### src/rtl/priv_chk_pkg.sv
package priv_chk_pkg;

    typedef enum logic [1:0] {
        OP_MEM  = 2'd0,
        OP_PORT = 2'd1,
        OP_SENS = 2'd2,
        OP_RSV  = 2'd3
    } op_class_e;

    typedef enum logic [1:0] {
        V_PASS   = 2'd0,
        V_FAULT  = 2'd1,
        V_LOOKUP = 2'd2
    } verdict_e;

    typedef enum logic [1:0] {
        ST_IDLE  = 2'd0,
        ST_ISSUE = 2'd1,
        ST_WAIT  = 2'd2
    } seq_state_e;

endpackage

### src/rtl/priv_eff_level.sv
module priv_eff_level #(
    parameter int LVL_W = 2
) (
    input  logic [LVL_W-1:0] cpl_in,
    input  logic             real_mode,
    input  logic [LVL_W-1:0] rpl_in,
    output logic [LVL_W-1:0] cpl_eff,
    output logic [LVL_W-1:0] epl
);
    // Real mode runs at the most trusted level.
    always_comb begin
        cpl_eff = real_mode ? '0 : cpl_in;
        epl     = (rpl_in > cpl_eff) ? rpl_in : cpl_eff;
    end
endmodule

### src/rtl/priv_rule_eval.sv
module priv_rule_eval
    import priv_chk_pkg::*;
#(
    parameter int LVL_W = 2
) (
    input  op_class_e        op,
    input  logic [LVL_W-1:0] cpl_eff,
    input  logic [LVL_W-1:0] epl,
    input  logic [LVL_W-1:0] dpl,
    input  logic [LVL_W-1:0] iopl,
    input  logic             tss32,
    output verdict_e         verdict
);
    logic io_trusted;

    always_comb begin
        io_trusted = (cpl_eff <= iopl);
        verdict    = V_FAULT;
        unique case (op)
            OP_MEM:  verdict = (epl <= dpl) ? V_PASS : V_FAULT;
            OP_PORT: begin
                if (io_trusted)      verdict = V_PASS;
                else if (tss32)      verdict = V_LOOKUP;
                else                 verdict = V_FAULT;
            end
            OP_SENS: verdict = io_trusted ? V_PASS : V_FAULT;
            OP_RSV:  verdict = V_FAULT;
            default: verdict = V_FAULT;
        endcase
    end
endmodule

### src/rtl/priv_seq_fsm.sv
module priv_seq_fsm
    import priv_chk_pkg::*;
#(
    parameter int PORT_W = 16
) (
    input  logic              clk,
    input  logic              rst_n,
    input  logic              req_valid,
    output logic              req_ready,
    input  verdict_e          verdict,
    input  logic [PORT_W-1:0] req_port,
    output logic              map_req_valid,
    input  logic              map_req_ready,
    output logic [PORT_W-1:0] map_port,
    input  logic              map_rsp_valid,
    input  logic              map_rsp_bit,
    output logic              rsp_valid,
    output logic              rsp_fault
);
    seq_state_e state_q, state_d;
    logic       take;

    assign take = req_valid && (state_q == ST_IDLE);

    always_comb begin
        state_d = state_q;
        unique case (state_q)
            ST_IDLE:  if (take && verdict == V_LOOKUP) state_d = ST_ISSUE;
            ST_ISSUE: if (map_req_ready)               state_d = ST_WAIT;
            ST_WAIT:  if (map_rsp_valid)               state_d = ST_IDLE;
            default:                                   state_d = ST_IDLE;
        endcase
    end

    always_ff @(posedge clk) begin
        if (!rst_n) state_q <= ST_IDLE;
        else        state_q <= state_d;
    end

    always_ff @(posedge clk) begin
        if (!rst_n) begin
            rsp_valid <= 1'b0;
            rsp_fault <= 1'b0;
            map_port  <= '0;
        end else begin
            rsp_valid <= 1'b0;
            unique case (state_q)
                ST_IDLE: begin
                    if (take) begin
                        if (verdict == V_LOOKUP) begin
                            map_port <= req_port;
                        end else begin
                            rsp_valid <= 1'b1;
                            rsp_fault <= (verdict != V_PASS);
                        end
                    end
                end
                ST_ISSUE: ;
                ST_WAIT: begin
                    if (map_rsp_valid) begin
                        rsp_valid <= 1'b1;
                        rsp_fault <= map_rsp_bit;
                    end
                end
                default: ;
            endcase
        end
    end

    assign req_ready     = (state_q == ST_IDLE);
    assign map_req_valid = (state_q == ST_ISSUE);
endmodule

### src/rtl/segio_priv_check.sv
module segio_priv_check
    import priv_chk_pkg::*;
#(
    parameter int PORT_W = 16
) (
    input  logic              clk,
    input  logic              rst_n,
    input  logic              req_valid,
    output logic              req_ready,
    input  logic [1:0]        req_cpl,
    input  logic [1:0]        req_rpl,
    input  logic [1:0]        req_dpl,
    input  logic              req_real,
    input  logic [1:0]        req_iopl,
    input  logic [1:0]        req_op,
    input  logic [PORT_W-1:0] req_port,
    input  logic              req_tss32,
    output logic              map_req_valid,
    input  logic              map_req_ready,
    output logic [PORT_W-1:0] map_port,
    input  logic              map_rsp_valid,
    input  logic              map_rsp_bit,
    output logic              rsp_valid,
    output logic              rsp_fault
);
    localparam int LVL_W = 2;

    logic [LVL_W-1:0] cpl_eff, epl;
    verdict_e         verdict;
    op_class_e        op_cls;

    assign op_cls = op_class_e'(req_op);

    priv_eff_level #(.LVL_W(LVL_W)) u_lvl (
        .cpl_in    (req_cpl),
        .real_mode (req_real),
        .rpl_in    (req_rpl),
        .cpl_eff   (cpl_eff),
        .epl       (epl)
    );

    priv_rule_eval #(.LVL_W(LVL_W)) u_rule (
        .op      (op_cls),
        .cpl_eff (cpl_eff),
        .epl     (epl),
        .dpl     (req_dpl),
        .iopl    (req_iopl),
        .tss32   (req_tss32),
        .verdict (verdict)
    );

    priv_seq_fsm #(.PORT_W(PORT_W)) u_seq (
        .clk           (clk),
        .rst_n         (rst_n),
        .req_valid     (req_valid),
        .req_ready     (req_ready),
        .verdict       (verdict),
        .req_port      (req_port),
        .map_req_valid (map_req_valid),
        .map_req_ready (map_req_ready),
        .map_port      (map_port),
        .map_rsp_valid (map_rsp_valid),
        .map_rsp_bit   (map_rsp_bit),
        .rsp_valid     (rsp_valid),
        .rsp_fault     (rsp_fault)
    );
endmodule

### config.mk
export PLATFORM = sky130hd
export DESIGN_NAME = segio_priv_check
export DESIGN_NICKNAME = d
export VERILOG_FILES = /design/src/rtl/priv_chk_pkg.sv /design/src/rtl/priv_eff_level.sv /design/src/rtl/priv_rule_eval.sv /design/src/rtl/priv_seq_fsm.sv /design/src/rtl/segio_priv_check.sv
export SDC_FILE = /design/constraint.sdc
export NUM_CORES = 1
export LEC_CHECK = 0
export BUFFER_PORTS_ARGS = -buffer_cell sky130_fd_sc_hd__buf_2
export CAP_MARGIN = 0
export CORE_UTILIZATION = 47
export DETAILED_ROUTE_END_ITERATION = 10
export PLACE_DENSITY = 0.83
export SLEW_MARGIN = 20
export SYNTH_ARGS = -nofsm -noshare
export SYNTH_HDL_FRONTEND = slang
export SYNTH_SLANG_ARGS = --single-unit
### constraint.sdc
create_clock -name clk -period 3.9 [get_ports clk]
set_input_delay 0.39 -clock clk [delete_from_list [all_inputs] [get_ports clk]]
set_output_delay 0.39 -clock clk [all_outputs]
set_load 0.02 [all_outputs]
==> impl_metrics.json <==
{
  "ir_drop_v": 0.000229,
  "fin_area_mm2": 0.00136,
  "min_period_ns": 2.22,
  "p_seq_share_pct": 47.1,
  "nets": 202,
  "die_h_um": 49.1,
  "drtIter0Drc": 13,
  "cts.sinks": 20,
  "antenna_left": 0,
  "drive_gt1_share_pct": 36.9,
  "syn-num-nets": 148,
  "drc": 0,
  "fin_tns_setup_ns": 0,
  "cts_buffers": 3,
  "p_clk_share_pct": 36.6,
  "cap_violations": 0,
  "postCtsHoldBufs": 0,
  "initial_core_util_pct": 51.5,
  "clock_latency_ns": 0.29,
  "gp_congestion": 0.836,
  "cp_top_family": "compound AO/OA/AOI/OAI gates",
  "synth_edf_count": 0,
  "h-tree-depth": 1,
  "syn-instance-count": 107,
  "postSynth.asyncResetShare_pct": 0,
  "comb_power_share_pct": 16.3,
  "track_usage_pct": 19.5,
  "endpoint_kind": "register",
  "fp.dieW_um": 49.1,
  "cp_data_arrival_time_ns": 2.39,
  "post-route-period-util_pct": 56.9,
  "finalNonFillerCells": 187,
  "worst_hold_slack_ns": 0.347,
  "clock_path_buffers": 2,
  "avgViaCountPerCell": 5.02,
  "drv_slew": 0,
  "p_switching_mw": 0.0974,
  "synthFlopType": "dfxtp_1",
  "yosysSeqAreaShare_pct": 38.4,
  "start_kind": "input pin",
  "crit_required_ns": 4.07,
  "reg2reg_depth": 5,
  "hold_class": "in -> reg",
  "rows": 16,
  "num_io_pins": 54,
  "relSlewSlack_pct": 41.2,
  "p_sw_share_pct": 21.8,
  "cp_slowest_stage_delay_ns": 0.31,
  "reg2reg_setup_slack_ns": 2.17,
  "setup_viol": 0,
  "grt_max_degree": 21,
  "placedInstanceArea_mm2": 0.00130,
  "postCtsSetupBuffers": 0,
  "p_leak_nw": 0.785,
  "avgSynthCellArea_um2": 9.74,
  "worst_pin_slew_ns": 0.883,
  "finClkSkew_ns": 0.00975,
  "cts_root_buf": "clkbuf_4",
  "areaGrowthSynthToFinish_pct": 30.0,
  "fp.dieArea_mm2": 0.00241,
  "yosys.cell_types.count": 30,
  "dp_slack_ns": 1.44,
  "worstPathCellList": "buf_2 > nand2b_1 > inv_1 > ha_1 > nor3b_1 > a21oi_1 > o211ai_1 > ha_1 > inv_1 > a21o_1 > a221oi_1 > a211o_1 > a31oi_1",
  "crit_buf_inv": 3,
  "status": "finished, final reports clean",
  "postRouteWirelength_mm": 2.13,
  "fin_ws_ns": 1.68,
  "antenna_found_initial": 0,
  "post_drt_wl_per_cell_um": 11.4,
  "hold_violations": 0,
  "crit_fanout": 4,
  "internal_power_mw": 0.349,
  "firstDrtPassIters": 4,
  "hpwl_mm": 1.73,
  "critPathKind": "in -> reg",
  "power.density_mw_per_mm2": 329,
  "synth-seq-cells": 20,
  "cts_tree": "yes",
  "hold_depth": 3,
  "slowest_stage": "a221oi_1",
  "gr-total-overflow": 0,
  "cts_resized": 0,
  "grt_pass1_vias": 923,
  "yosysWarnings": 0,
  "cp.depth": 13,
  "fmax_ghz": 0.451,
  "grt_pass1_wl_mm": 3.71,
  "vias": 938,
  "netlist_area_mm2": 0.00104,
  "clk_pin_slew_ns": 0.11,
  "coreArea_mm2": 0.00202,
  "numPortBuffers": 53,
  "dpl.cell_count": 183,
  "antenna-diode-count": 0,
  "rsz0062_at_grt": "no"
}
[path summary, 6_finish.rpt]
path,start,endpoint
hold reg to reg,u_seq.map_port[0],u_seq.map_port[0]
hold / removal,req_port[6],u_seq.map_port[6]
setup reg to reg,u_seq.state_q[1],u_seq.map_port[3]
setup / recovery,req_real,u_seq.rsp_fault
[cell type report]
cell class / count / area, µm²
well taps: 27 / 33.8
fillers: 186 / 667
flip-flops and latches: 20 / 400
inverters: 9 / 33.8
repair buffers: 53 / 265
clock buffers: 3 / 22.5
multi-input cells: 74 / 569
clock inverters: 1 / 30.0
[synth_stat cells (all sizes together), types with 3 or more instances]
library cell  instances  share of area (%)
a21oi                 3                1.4
dfxtp                20                 38
ha                    7                8.4
inv                   9                3.2
mux2i                16                 15
nand2                 4                1.4
nand2b                3                1.8
nor2                  3                1.3
nor2b                19                 12
o21ai                 3                1.4
[metal layers]
layer	wire length [µm]	GRT usage (%)	share of wire (%)
met1	891	21.6	42
met2	1110	36.5	52
met3	95	3.43	4.5
met4	30	6.86	1.4
met5	0	0	0
[through the flow]
step | utilization [%] | total power [mW]
2_1_floorplan | - | 0.259
4_1_cts | 67.0 | 0.448
6_report | 67.0 | 0.446
3_3_place_gp | 64.4 | 0.283
3_5_place_dp | 64.4 | 0.287
5_1_grt | 67.0 | 0.466
[sequential cells by signal, indices dropped and copies added (netlist names)]
signal	count
u_seq.map_port	16
u_seq.rsp_fault	1
u_seq.rsp_valid	1
u_seq.state_q	2
[cells in the final DEF (no fill, tap or decap), drive strengths merged, types with 2 or more instances in the layout]
master,n
dfxtp,20
mux2i,16
nand2b,3
clkbuf,3
nand2,4
nor2b,19
o211ai,2
nor2,3
a21oi,3
inv,9
o21ai,3
buf,53
ha,7
and2,2
[worst min-delay path, stage by stage]
cell     delay (ns)
buf_2          0.07
mux2i_1        0.05
nor2b_1        0.09
[power by group through the flow]
stage	Sequential [mW]	Combinational, mW	Clock [mW]
6_report	0.210	0.0727	0.164
5_1_grt	0.211	0.0811	0.175
4_1_cts	0.210	0.0725	0.165
3_5_place_dp	0.215	0.0721	0
3_3_place_gp	0.215	0.0686	0
2_1_floorplan	0.220	0.0391	0
[cells by family after synthesis]
family	Yosys count	synth area share, %
simple gates	35	20.4
flops	20	38.4
compound gates	16	10.4
mux	16	15.4
buf+inv	13	6.96
fa+ha+maj	7	8.40
Power figures use the tool's default switching activity.
